### config.mk
export PLATFORM = sky130hd
export DESIGN_NAME = psram_cyc_ctrl
export DESIGN_NICKNAME = d
export VERILOG_FILES = /design/src/rtl/psram_cyc_pkg.sv /design/src/rtl/psram_cyc_timer.sv /design/src/rtl/psram_cyc_fsm.sv /design/src/rtl/psram_cyc_dpath.sv /design/src/rtl/psram_cyc_ctrl.sv
export SDC_FILE = /design/constraint.sdc
export NUM_CORES = 1
export LEC_CHECK = 0
export BUFFER_PORTS_ARGS = -buffer_cell sky130_fd_sc_hd__buf_2
export CAP_MARGIN = 20
export CORE_MARGIN = 1
export CORE_UTILIZATION = 44
export CTS_BUF_LIST = sky130_fd_sc_hd__clkbuf_8
export DETAILED_ROUTE_END_ITERATION = 16
export PLACE_DENSITY = 0.88
export SLEW_MARGIN = 30
export SYNTH_ARGS = -nofsm -noshare
export SYNTH_HDL_FRONTEND = slang
export SYNTH_SLANG_ARGS = --single-unit
### constraint.sdc
create_clock -name clk -period 1.6 [get_ports clk]
set_input_delay 0.08 -clock clk [delete_from_list [all_inputs] [get_ports clk]]
set_output_delay 0.08 -clock clk [all_outputs]
set_load 0.01 [all_outputs]
### src/rtl/psram_cyc_pkg.sv
package psram_cyc_pkg;

   localparam int unsigned GRADE_FAST = 0;
   localparam int unsigned GRADE_SLOW = 1;

   typedef enum logic [2:0] {
      ST_IDLE   = 3'd0,
      ST_SETUP  = 3'd1,
      ST_ACCESS = 3'd2,
      ST_HOLD   = 3'd3,
      ST_REC    = 3'd4
   } cyc_state_e;

   // Whole clock cycles covering a time, never less than one.
   function automatic int unsigned ns_to_cycles(input int unsigned t_ns,
                                                input int unsigned per_ns);
      int unsigned c;
      c = (t_ns + per_ns - 1) / per_ns;
      return (c == 0) ? 1 : c;
   endfunction

   // Access (cycle) time of a grade.
   function automatic int unsigned access_ns(input int unsigned grade);
      return (grade == GRADE_FAST) ? 55 : 70;
   endfunction

   // Time for the memory to release the data lines after deselect.
   function automatic int unsigned float_ns(input int unsigned grade);
      return (grade == GRADE_FAST) ? 25 : 25;
   endfunction

endpackage

### src/rtl/psram_cyc_timer.sv
module psram_cyc_timer #(
   parameter int unsigned CNT_W = 2
) (
   input  logic             clk,
   input  logic             rst_n,
   input  logic             load,
   input  logic [CNT_W-1:0] load_val,
   output logic             expired
);

   logic [CNT_W-1:0] cnt_q;

   always_ff @(posedge clk) begin
      if (!rst_n)
         cnt_q <= '0;
      else if (load)
         cnt_q <= load_val;
      else if (cnt_q != '0)
         cnt_q <= cnt_q - 1'b1;
   end

   assign expired = (cnt_q == '0);

endmodule

### src/rtl/psram_cyc_fsm.sv
module psram_cyc_fsm
   import psram_cyc_pkg::*;
#(
   parameter int unsigned CNT_W      = 2,
   parameter int unsigned ACC_CYC    = 3,
   parameter int unsigned REC_RD_CYC = 2,
   parameter int unsigned REC_WR_CYC = 1
) (
   input  logic             clk,
   input  logic             rst_n,
   input  logic             req,
   input  logic             mask_zero,
   input  logic             op_we,
   input  logic             expired,
   output cyc_state_e       state,
   output logic             accept,
   output logic             capture,
   output logic             load,
   output logic [CNT_W-1:0] load_val,
   output logic             ready
);

   localparam logic [CNT_W-1:0] ACC_LD    = CNT_W'(ACC_CYC - 1);
   localparam logic [CNT_W-1:0] REC_RD_LD = CNT_W'(REC_RD_CYC - 1);
   localparam logic [CNT_W-1:0] REC_WR_LD = CNT_W'(REC_WR_CYC - 1);

   cyc_state_e st_q, st_d;
   logic       rdy_set;

   always_comb begin
      st_d     = st_q;
      accept   = 1'b0;
      capture  = 1'b0;
      load     = 1'b0;
      load_val = '0;
      rdy_set  = 1'b0;
      case (st_q)
         ST_IDLE: begin
            if (req) begin
               accept = 1'b1;
               if (mask_zero) begin
                  st_d    = ST_REC;
                  load    = 1'b1;
                  rdy_set = 1'b1;
               end else begin
                  st_d = ST_SETUP;
               end
            end
         end
         ST_SETUP: begin
            st_d     = ST_ACCESS;
            load     = 1'b1;
            load_val = ACC_LD;
         end
         ST_ACCESS: begin
            if (expired) begin
               if (op_we) begin
                  st_d = ST_HOLD;
               end else begin
                  capture  = 1'b1;
                  rdy_set  = 1'b1;
                  st_d     = ST_REC;
                  load     = 1'b1;
                  load_val = REC_RD_LD;
               end
            end
         end
         ST_HOLD: begin
            rdy_set  = 1'b1;
            st_d     = ST_REC;
            load     = 1'b1;
            load_val = REC_WR_LD;
         end
         ST_REC: begin
            if (expired)
               st_d = ST_IDLE;
         end
         default: st_d = ST_IDLE;
      endcase
   end

   always_ff @(posedge clk) begin
      if (!rst_n) begin
         st_q  <= ST_IDLE;
         ready <= 1'b0;
      end else begin
         st_q  <= st_d;
         ready <= rdy_set;
      end
   end

   assign state = st_q;

endmodule

### src/rtl/psram_cyc_dpath.sv
module psram_cyc_dpath
   import psram_cyc_pkg::*;
#(
   parameter int unsigned ADDR_W = 19,
   parameter int unsigned LANES  = 2,
   parameter int unsigned DATA_W = 16
) (
   input  logic              clk,
   input  logic              rst_n,
   input  logic              accept,
   input  logic              capture,
   input  cyc_state_e        state,
   input  logic              host_we,
   input  logic [ADDR_W-1:0] host_addr,
   input  logic [DATA_W-1:0] host_wdata,
   input  logic [LANES-1:0]  host_bmask,
   input  logic [DATA_W-1:0] mem_dq_in,
   output logic              op_we,
   output logic [DATA_W-1:0] host_rdata,
   output logic [ADDR_W-1:0] mem_addr,
   output logic              mem_ce_n,
   output logic              mem_oe_n,
   output logic              mem_we_n,
   output logic [LANES-1:0]  mem_be_n,
   output logic [DATA_W-1:0] mem_dq_out,
   output logic              mem_dq_oe
);

   logic [ADDR_W-1:0] addr_q;
   logic [DATA_W-1:0] wdata_q;
   logic [LANES-1:0]  mask_q;
   logic              we_q;
   logic              active;

   // Operands are latched only at acceptance, while chip enable is high.
   always_ff @(posedge clk) begin
      if (!rst_n) begin
         addr_q  <= '0;
         wdata_q <= '0;
         mask_q  <= '0;
         we_q    <= 1'b0;
      end else if (accept) begin
         addr_q  <= host_addr;
         wdata_q <= host_wdata;
         mask_q  <= host_bmask;
         we_q    <= host_we;
      end
   end

   assign active     = (state == ST_ACCESS) || (state == ST_HOLD);
   assign op_we      = we_q;
   assign mem_addr   = addr_q;
   assign mem_ce_n   = !active;
   assign mem_oe_n   = !((state == ST_ACCESS) && !we_q);
   assign mem_we_n   = !((state == ST_ACCESS) && we_q);
   assign mem_be_n   = active ? ~mask_q : '1;
   assign mem_dq_out = wdata_q;
   assign mem_dq_oe  = we_q && ((state == ST_SETUP) || active);

   // One capture register per byte lane; unselected lanes read as zero.
   for (genvar l = 0; l < LANES; l++) begin : g_lane
      logic [7:0] lane_q;
      always_ff @(posedge clk) begin
         if (!rst_n)
            lane_q <= '0;
         else if (capture)
            lane_q <= mask_q[l] ? mem_dq_in[l*8 +: 8] : 8'h00;
      end
      assign host_rdata[l*8 +: 8] = lane_q;
   end

endmodule

### src/rtl/psram_cyc_ctrl.sv
module psram_cyc_ctrl
   import psram_cyc_pkg::*;
#(
   parameter int unsigned CLK_PERIOD_NS = 20,
   parameter int unsigned SPEED_GRADE   = GRADE_FAST,
   parameter int unsigned ADDR_W        = 19,
   parameter int unsigned LANES         = 2,
   parameter int unsigned DATA_W        = 8 * LANES
) (
   input  logic              clk,
   input  logic              rst_n,
   input  logic              host_req,
   input  logic              host_we,
   input  logic [ADDR_W-1:0] host_addr,
   input  logic [DATA_W-1:0] host_wdata,
   input  logic [LANES-1:0]  host_bmask,
   output logic              host_ready,
   output logic [DATA_W-1:0] host_rdata,
   output logic [ADDR_W-1:0] mem_addr,
   output logic              mem_ce_n,
   output logic              mem_oe_n,
   output logic              mem_we_n,
   output logic [LANES-1:0]  mem_be_n,
   output logic [DATA_W-1:0] mem_dq_out,
   input  logic [DATA_W-1:0] mem_dq_in,
   output logic              mem_dq_oe
);

   localparam int unsigned ACC_CYC    = ns_to_cycles(access_ns(SPEED_GRADE), CLK_PERIOD_NS);
   localparam int unsigned HZ_CYC     = ns_to_cycles(float_ns(SPEED_GRADE), CLK_PERIOD_NS);
   localparam int unsigned REC_WR_CYC = 1;
   localparam int unsigned MAX_CNT    = (ACC_CYC > HZ_CYC) ? ACC_CYC : HZ_CYC;
   localparam int unsigned CNT_W      = $clog2(MAX_CNT + 1);

   if (CLK_PERIOD_NS == 0) begin : g_bad_period
      $error("CLK_PERIOD_NS must be non-zero");
   end
   if (SPEED_GRADE > GRADE_SLOW) begin : g_bad_grade
      $error("SPEED_GRADE must be 0 or 1");
   end
   if (LANES < 1 || DATA_W != 8 * LANES) begin : g_bad_width
      $error("DATA_W must equal 8 * LANES");
   end
   if (ADDR_W < 1) begin : g_bad_addr
      $error("ADDR_W must be at least 1");
   end

   // Recovery after a read covers the bus float; at least one idle cycle.
   localparam int unsigned REC_RD_CYC = (HZ_CYC > 1) ? HZ_CYC : 1;

   cyc_state_e       state;
   logic             accept, capture, load, expired, op_we;
   logic [CNT_W-1:0] load_val;

   psram_cyc_timer #(.CNT_W(CNT_W)) u_timer (
      .clk      (clk),
      .rst_n    (rst_n),
      .load     (load),
      .load_val (load_val),
      .expired  (expired)
   );

   psram_cyc_fsm #(
      .CNT_W      (CNT_W),
      .ACC_CYC    (ACC_CYC),
      .REC_RD_CYC (REC_RD_CYC),
      .REC_WR_CYC (REC_WR_CYC)
   ) u_fsm (
      .clk       (clk),
      .rst_n     (rst_n),
      .req       (host_req),
      .mask_zero (host_bmask == '0),
      .op_we     (op_we),
      .expired   (expired),
      .state     (state),
      .accept    (accept),
      .capture   (capture),
      .load      (load),
      .load_val  (load_val),
      .ready     (host_ready)
   );

   psram_cyc_dpath #(
      .ADDR_W (ADDR_W),
      .LANES  (LANES),
      .DATA_W (DATA_W)
   ) u_dpath (
      .clk        (clk),
      .rst_n      (rst_n),
      .accept     (accept),
      .capture    (capture),
      .state      (state),
      .host_we    (host_we),
      .host_addr  (host_addr),
      .host_wdata (host_wdata),
      .host_bmask (host_bmask),
      .mem_dq_in  (mem_dq_in),
      .op_we      (op_we),
      .host_rdata (host_rdata),
      .mem_addr   (mem_addr),
      .mem_ce_n   (mem_ce_n),
      .mem_oe_n   (mem_oe_n),
      .mem_we_n   (mem_we_n),
      .mem_be_n   (mem_be_n),
      .mem_dq_out (mem_dq_out),
      .mem_dq_oe  (mem_dq_oe)
   );

endmodule

After elaboration in Yosys (flattened, before gate mapping)

Cells that the tools add are included.

Add/subtract/negate cells: 1
Eq/ne operators: 7
Multiplexer cells: 23
Bitwise logic cells: 1
Reduce and logical (&&, ||, !) cells: 16

Operators with widths:

| operator                                                            | count |
|---|---|
| 8-bit 2-to-1 mux                                                    | 2 |
| 3-bit 2-to-1 mux                                                    | 5 |
| 3-bit one-hot mux with 5 select lines                               | 1 |
| 1-bit 2-to-1 mux                                                    | 8 |
| 2-bit 2-to-1 mux                                                    | 4 |
| 3-bit by 2-bit == test with 1-bit output (second input constant)    | 2 |
| 2-bit inequality test (second input constant)                       | 3 |
| 1-bit one-hot mux with 3 select lines                               | 2 |
| 1-bit zero test                                                     | 4 |
| 2-bit zero test                                                     | 2 |
| 2-bit one-hot mux with 2 select lines                               | 1 |
| 2-bit nonzero test                                                  | 2 |
| 3-bit by 1-bit == test with 1-bit output (second input constant)    | 1 |
| 3-bit == test (second input constant)                               | 1 |
| 1-bit logical AND                                                   | 3 |
| 3-bit zero test                                                     | 1 |
| 3-bit AND reduction                                                 | 1 |
| 1-bit logical OR                                                    | 2 |
| 2-bit NOT                                                           | 1 |
| 2-bit OR reduction                                                  | 1 |
| 2-bit by 1-bit subtractor with 2-bit output (second input constant) | 1 |

Bits in registers: 60
Input port bits: 57
Output and inout port bits: 58

Depth between registers and ports, before layout

Depth after elaboration: 5
Depth in mapped cells: 6
Mapped depth without buffers: 5

By module

From an unflattened synthesis, not the netlist that was laid out.

Cells, all modules: 253
Area total of the unflattened synthesis: 2,548.7 um^2

Modules (own cells, without submodules):

| module          | instances | cells an instance | area an instance (um^2) | seq. area each (um^2) |
|---|---|---|---|---|
| psram_cyc_dpath | 1         | 203               | 2,135.8                 | 1,081.0 |
| psram_cyc_fsm   | 1         | 36                | 285.3                   | 80.1 |
| psram_cyc_timer | 1         | 13                | 123.9                   | 40.0 |
| psram_cyc_ctrl  | 1         | 1                 | 3.8                     | 0.0 |

Worst setup path before layout

No wires, ideal clock.

Path type: register to register
Start: reg u_timer.cnt_q[0]
End: reg u_dpath.g_lane[0].lane_q[0]
Library setup time: 126 ps
Arrival: 1,491 ps
Required time: 1,474 ps
Slack: -17 ps
Stages on the path, launching flop included: 7
Path buffers: 1
Period minus slack after synthesis: 1,617 ps
Cell sequence: dfxtp_1 -> inv_1 -> ha_1 -> or4b_4 -> clkbuf_1 -> o21ai_0 -> a21boi_0

Cells in the longest elaborated chain, start to end: 3

Ends and longest elaborated chain:

| what                   | line                  | text |
|---|---|---|
| start, declared        | psram_cyc_timer.sv:11 | `logic [CNT_W-1:0] cnt_q;` |
| start signal, assigned | psram_cyc_timer.sv:17 | `cnt_q <= load_val;` |
| start signal, assigned | psram_cyc_timer.sv:19 | `cnt_q <= cnt_q - 1'b1;` |
| 2-bit zero test        | psram_cyc_timer.sv:22 | `assign expired = (cnt_q == '0);` |
| 1-bit 2-to-1 mux       | psram_cyc_fsm.sv:56   | `if (expired) begin` |
| 1-bit 2-to-1 mux       | psram_cyc_fsm.sv:37   | `case (st_q)` |
| end signal, assigned   | psram_cyc_dpath.sv:67 | `lane_q <= mask_q[l] ? mem_dq_in[l*8 +: 8] : 8'h00;` |
| end, declared          | psram_cyc_dpath.sv:62 | `logic [7:0] lane_q;` |

No other way between the ends.
A chain may end at the register's enable or synchronous reset.

Final worst setup path

Start: reg u_fsm.st_q[2] (netlist: u_fsm.state[2])
End: reg u_dpath.g_lane[1].lane_q[3]

Cells in the longest elaborated chain, start to end: 2

Ends and longest elaborated chain:

| what                                     | line                  | text |
|---|---|---|
| start, declared                          | psram_cyc_fsm.sv:27   | `cyc_state_e st_q, st_d;` |
| start signal, assigned                   | psram_cyc_fsm.sv:87   | `st_q <= st_d;` |
| 3-bit by 2-bit == test with 1-bit output | psram_cyc_fsm.sv:37   |  |
| 1-bit 2-to-1 mux                         | psram_cyc_fsm.sv:37   |  |
| end signal, assigned                     | psram_cyc_dpath.sv:67 |  |
| end, declared                            | psram_cyc_dpath.sv:62 |  |

No other way between the ends.

==> results.yml <==
run_status:
  outcome: "finished, final reports clean"
placement:
  place_congestion: 0.8029
  portBuffers: 114
  dp_hpwl_mm: 4.093
  dp_slack_ns: -0.01805
yosys:
  synth-main-ff-cell: "dfxtp_1"
  synthDistinctLibCells: 33
  async_flop_share: 0
  yosys-top-cells-count: "80 x nand2_1, 60 x dfxtp_1, 49 x a21boi_0, 19 x o21ai_0, 16 x nand4_1"
  yosysSeqAreaShare: 0.4776
  synth_adder_area_share: 0.004975
  synth_top_family_by_area: "compound AO/OA/AOI/OAI gates"
  synthMuxAreaShare: 0
  synth_cells: 292
  synth_compound_area_frac: 0.2299
  synthSimpleGateAreaFrac: 0.2284
  ys_ff_latch: 60
  synth_edf_count: 0
  syn-num-nets: 350
  synthTopCellsByArea: "dfxtp_1 48%, a21boi_0 15%, nand2_1 12%, nand4_1 4.0%, o21ai_0 3.8%"
  syn_area_per_cell_um2: 8.613
  yosysWarningCount: 0
  netlist_area_um2: 2515
  synth.largest_area_cell: "dfxtp_1"
  synthXorXnorAreaFrac: 0
  synth.most_common_cell: "nand2_1"
  synth_top_area_frac: 0.4776
detailed_routing:
  wirelength_met1_mm: 2.888
  firstDrtPassIters: 4
  drt_iter0_markers: 119
  routed_wl_mm: 6.999
  route.met3.wl_um: 425
  dr_wl_met2_mm: 3.577
  num_vias: 2670
  vias_per_cell: 5.115
  ant_nets: 0
  highest_layer: "met4"
  post_drt_wl_per_cell_um: 13.41
  drcViolationCount: 0
finish:
  area_growth_pct: 52.09
  layout.core_utilization: 0.6946
  drive_gt1_frac: 0.3511
  layout.nets: 503
  antenna_cells: 0
sta:
  skew_ns: 0.005970
  max_freq_mhz: 638.4
  final_period_minus_worst_setup_slack_ns: 1.566
  fin_ws_ns: 0.03364
  finalCritPeriodShare: 0.9790
  hold_viol: 0
  finalSetupTns_ns: 0
  max-slew-margin-rel: 0.7376
  slew_viol_final: 0
  rsz0062_at_grt: "yes"
  tightest_slew_ns: 0.3920
  setup_viol: 0
cts:
  clock-sinks: 60
  tritoncts: "built"
  clockBufferDepth: 2
  cts_buffers: 9
  root_buffer: "clkbuf_8"
  clock_latency_ns: 0.33
  cts.htree.levels: 3
  path_clk_slew_ns: 0.07
power_and_ir_drop:
  ir_drop_mv: 0.7137
  p_leak_uw: 0.001713
  powerDensity_nw_per_um2: 1174
global_routing:
  grt_pass1_wl_mm: 10.44
  grt.overflow.total: 0
  track_usage: 0.2229
  grt_max_degree: 40
  grt_pass1_vias: 2364
  antenna_found_initial: 0
worst_setup_path:
  crit_type: "reg2reg"
  start_kind: "flop"
  cp_data_arrival_time_ns: 1.82
  endpoint_kind: "flop"
  required_ns: 1.85
  path_max_fanout: 8
hold_path:
  hp-class: "in2reg"
floorplanning:
  dieArea_um2: 6022
  num_rows: 27
  io_pins: 115
  core_area_um2: 5507
  fp.dieH_um: 77.60
  start_util: 0.4567
  die_width_um: 77.60
flow_run:
  drv_cap: 0
logic make-up after synthesis:
logic type                 Yosys count
AOI/OAI and AO/OA                   83
adders and majority gates            1
buffers and inverters               29
DFF                                 60
and+or+nand+nor                    119
worst max-delay path: stages, from the launching register on:
cell,delay (ns)
dfxtp_2,0.38
buf_4,0.18
nor4b_4,0.41
buf_4,0.24
nand4_1,0.09
a21boi_0,0.19
sequential cells by signal (all words and copies together), names as in the netlist:
name / cells
u_dpath.g_lane.lane_q: 16
u_fsm.ready: 1
u_timer.cnt_q: 2
u_dpath.op_we: 1
u_dpath.mem_dq_out: 16
u_dpath.mask_q: 2
u_dpath.mem_addr: 19
u_fsm.state: 3
where the power goes:
part	total, uW	leakage, uW	switching, uW	internal [uW]
logic	1240	0.00110	651	584
clock network	1560	0.000122	556	999
registers	1700	0.000492	84.2	1620
layer usage:
metal | track usage | vias up
li1 | - | 1309
met1 | 0.2463 | 1253
met2 | 0.4044 | 98
met3 | 0.05882 | 10
met4 | 0.08491 | 0
met5 | 0 | -
layout make-up:
type | instances | area, um2
clock inverter | 4 | 70.07
clock buffer | 12 | 165.2
inverter | 5 | 18.77
multi-input combinational | 204 | 1211
fill | 425 | 1682
tap | 72 | 90.09
sequential | 60 | 1207
timing repair buffer | 165 | 1062
cell usage in the layout (no fill, tap or decap), types with 2 or more instances in the layout:
cell,netlist,final
buf_2,8,114
nand2_1,80,80
dfxtp_1,60,57
a21boi_0,49,45
dlygate4sd3_1,0,34
nand4_1,16,16
clkbuf_8,0,12
buf_4,0,12
a21boi_1,6,10
o21ai_0,19,10
o21ai_1,0,8
inv_1,5,5
nand2b_1,4,4
nor2_1,4,3
buf_6,4,3
or3_1,2,2
nor4b_4,1,2
or4b_4,1,2
a21oi_1,2,2
nor3b_1,2,2
nor2b_1,2,2
bufinv_16,0,2
clkinv_2,0,2
dfxtp_2,0,2
path summary, 6_finish.rpt:
kind | from | end | slack (ns) | cells after the start
worst max-delay path | u_fsm.state[2] | u_dpath.g_lane[1].lane_q[3] | 0.03 | 5
worst min-delay path | host_addr[16] | u_dpath.mem_addr[16] | 0.02 | 3
worst max register to register | u_fsm.state[2] | u_dpath.g_lane[1].lane_q[3] | 0.03 | 5
worst min register to register | u_dpath.mem_addr[7] | u_dpath.mem_addr[7] | 0.46 | 2
repair_timing:
action	4_1_cts	5_1_grt
hold endpoints to repair	34	0
endpoints found under the setup margin	3	42
hold buffers	34	0
cloned	0	3
setup buffers	0	1
gates resized for setup	4	24
pin swaps	0	1
metrics by stage:
step	total power (uW)	std cells	hold slack, ns	cell area, um2
2_1_floorplan	2381	292	0.2148	2517
3_3_place_gp	2684	468	0.3216	3174
3_5_place_dp	2726	468	0.3291	3174
4_1_cts	4368	518	0.001958	3757
5_1_grt	4737	522	0.01089	3825
6_report	4492	522	0.01761	3825
Power figures use the tool's default switching activity.
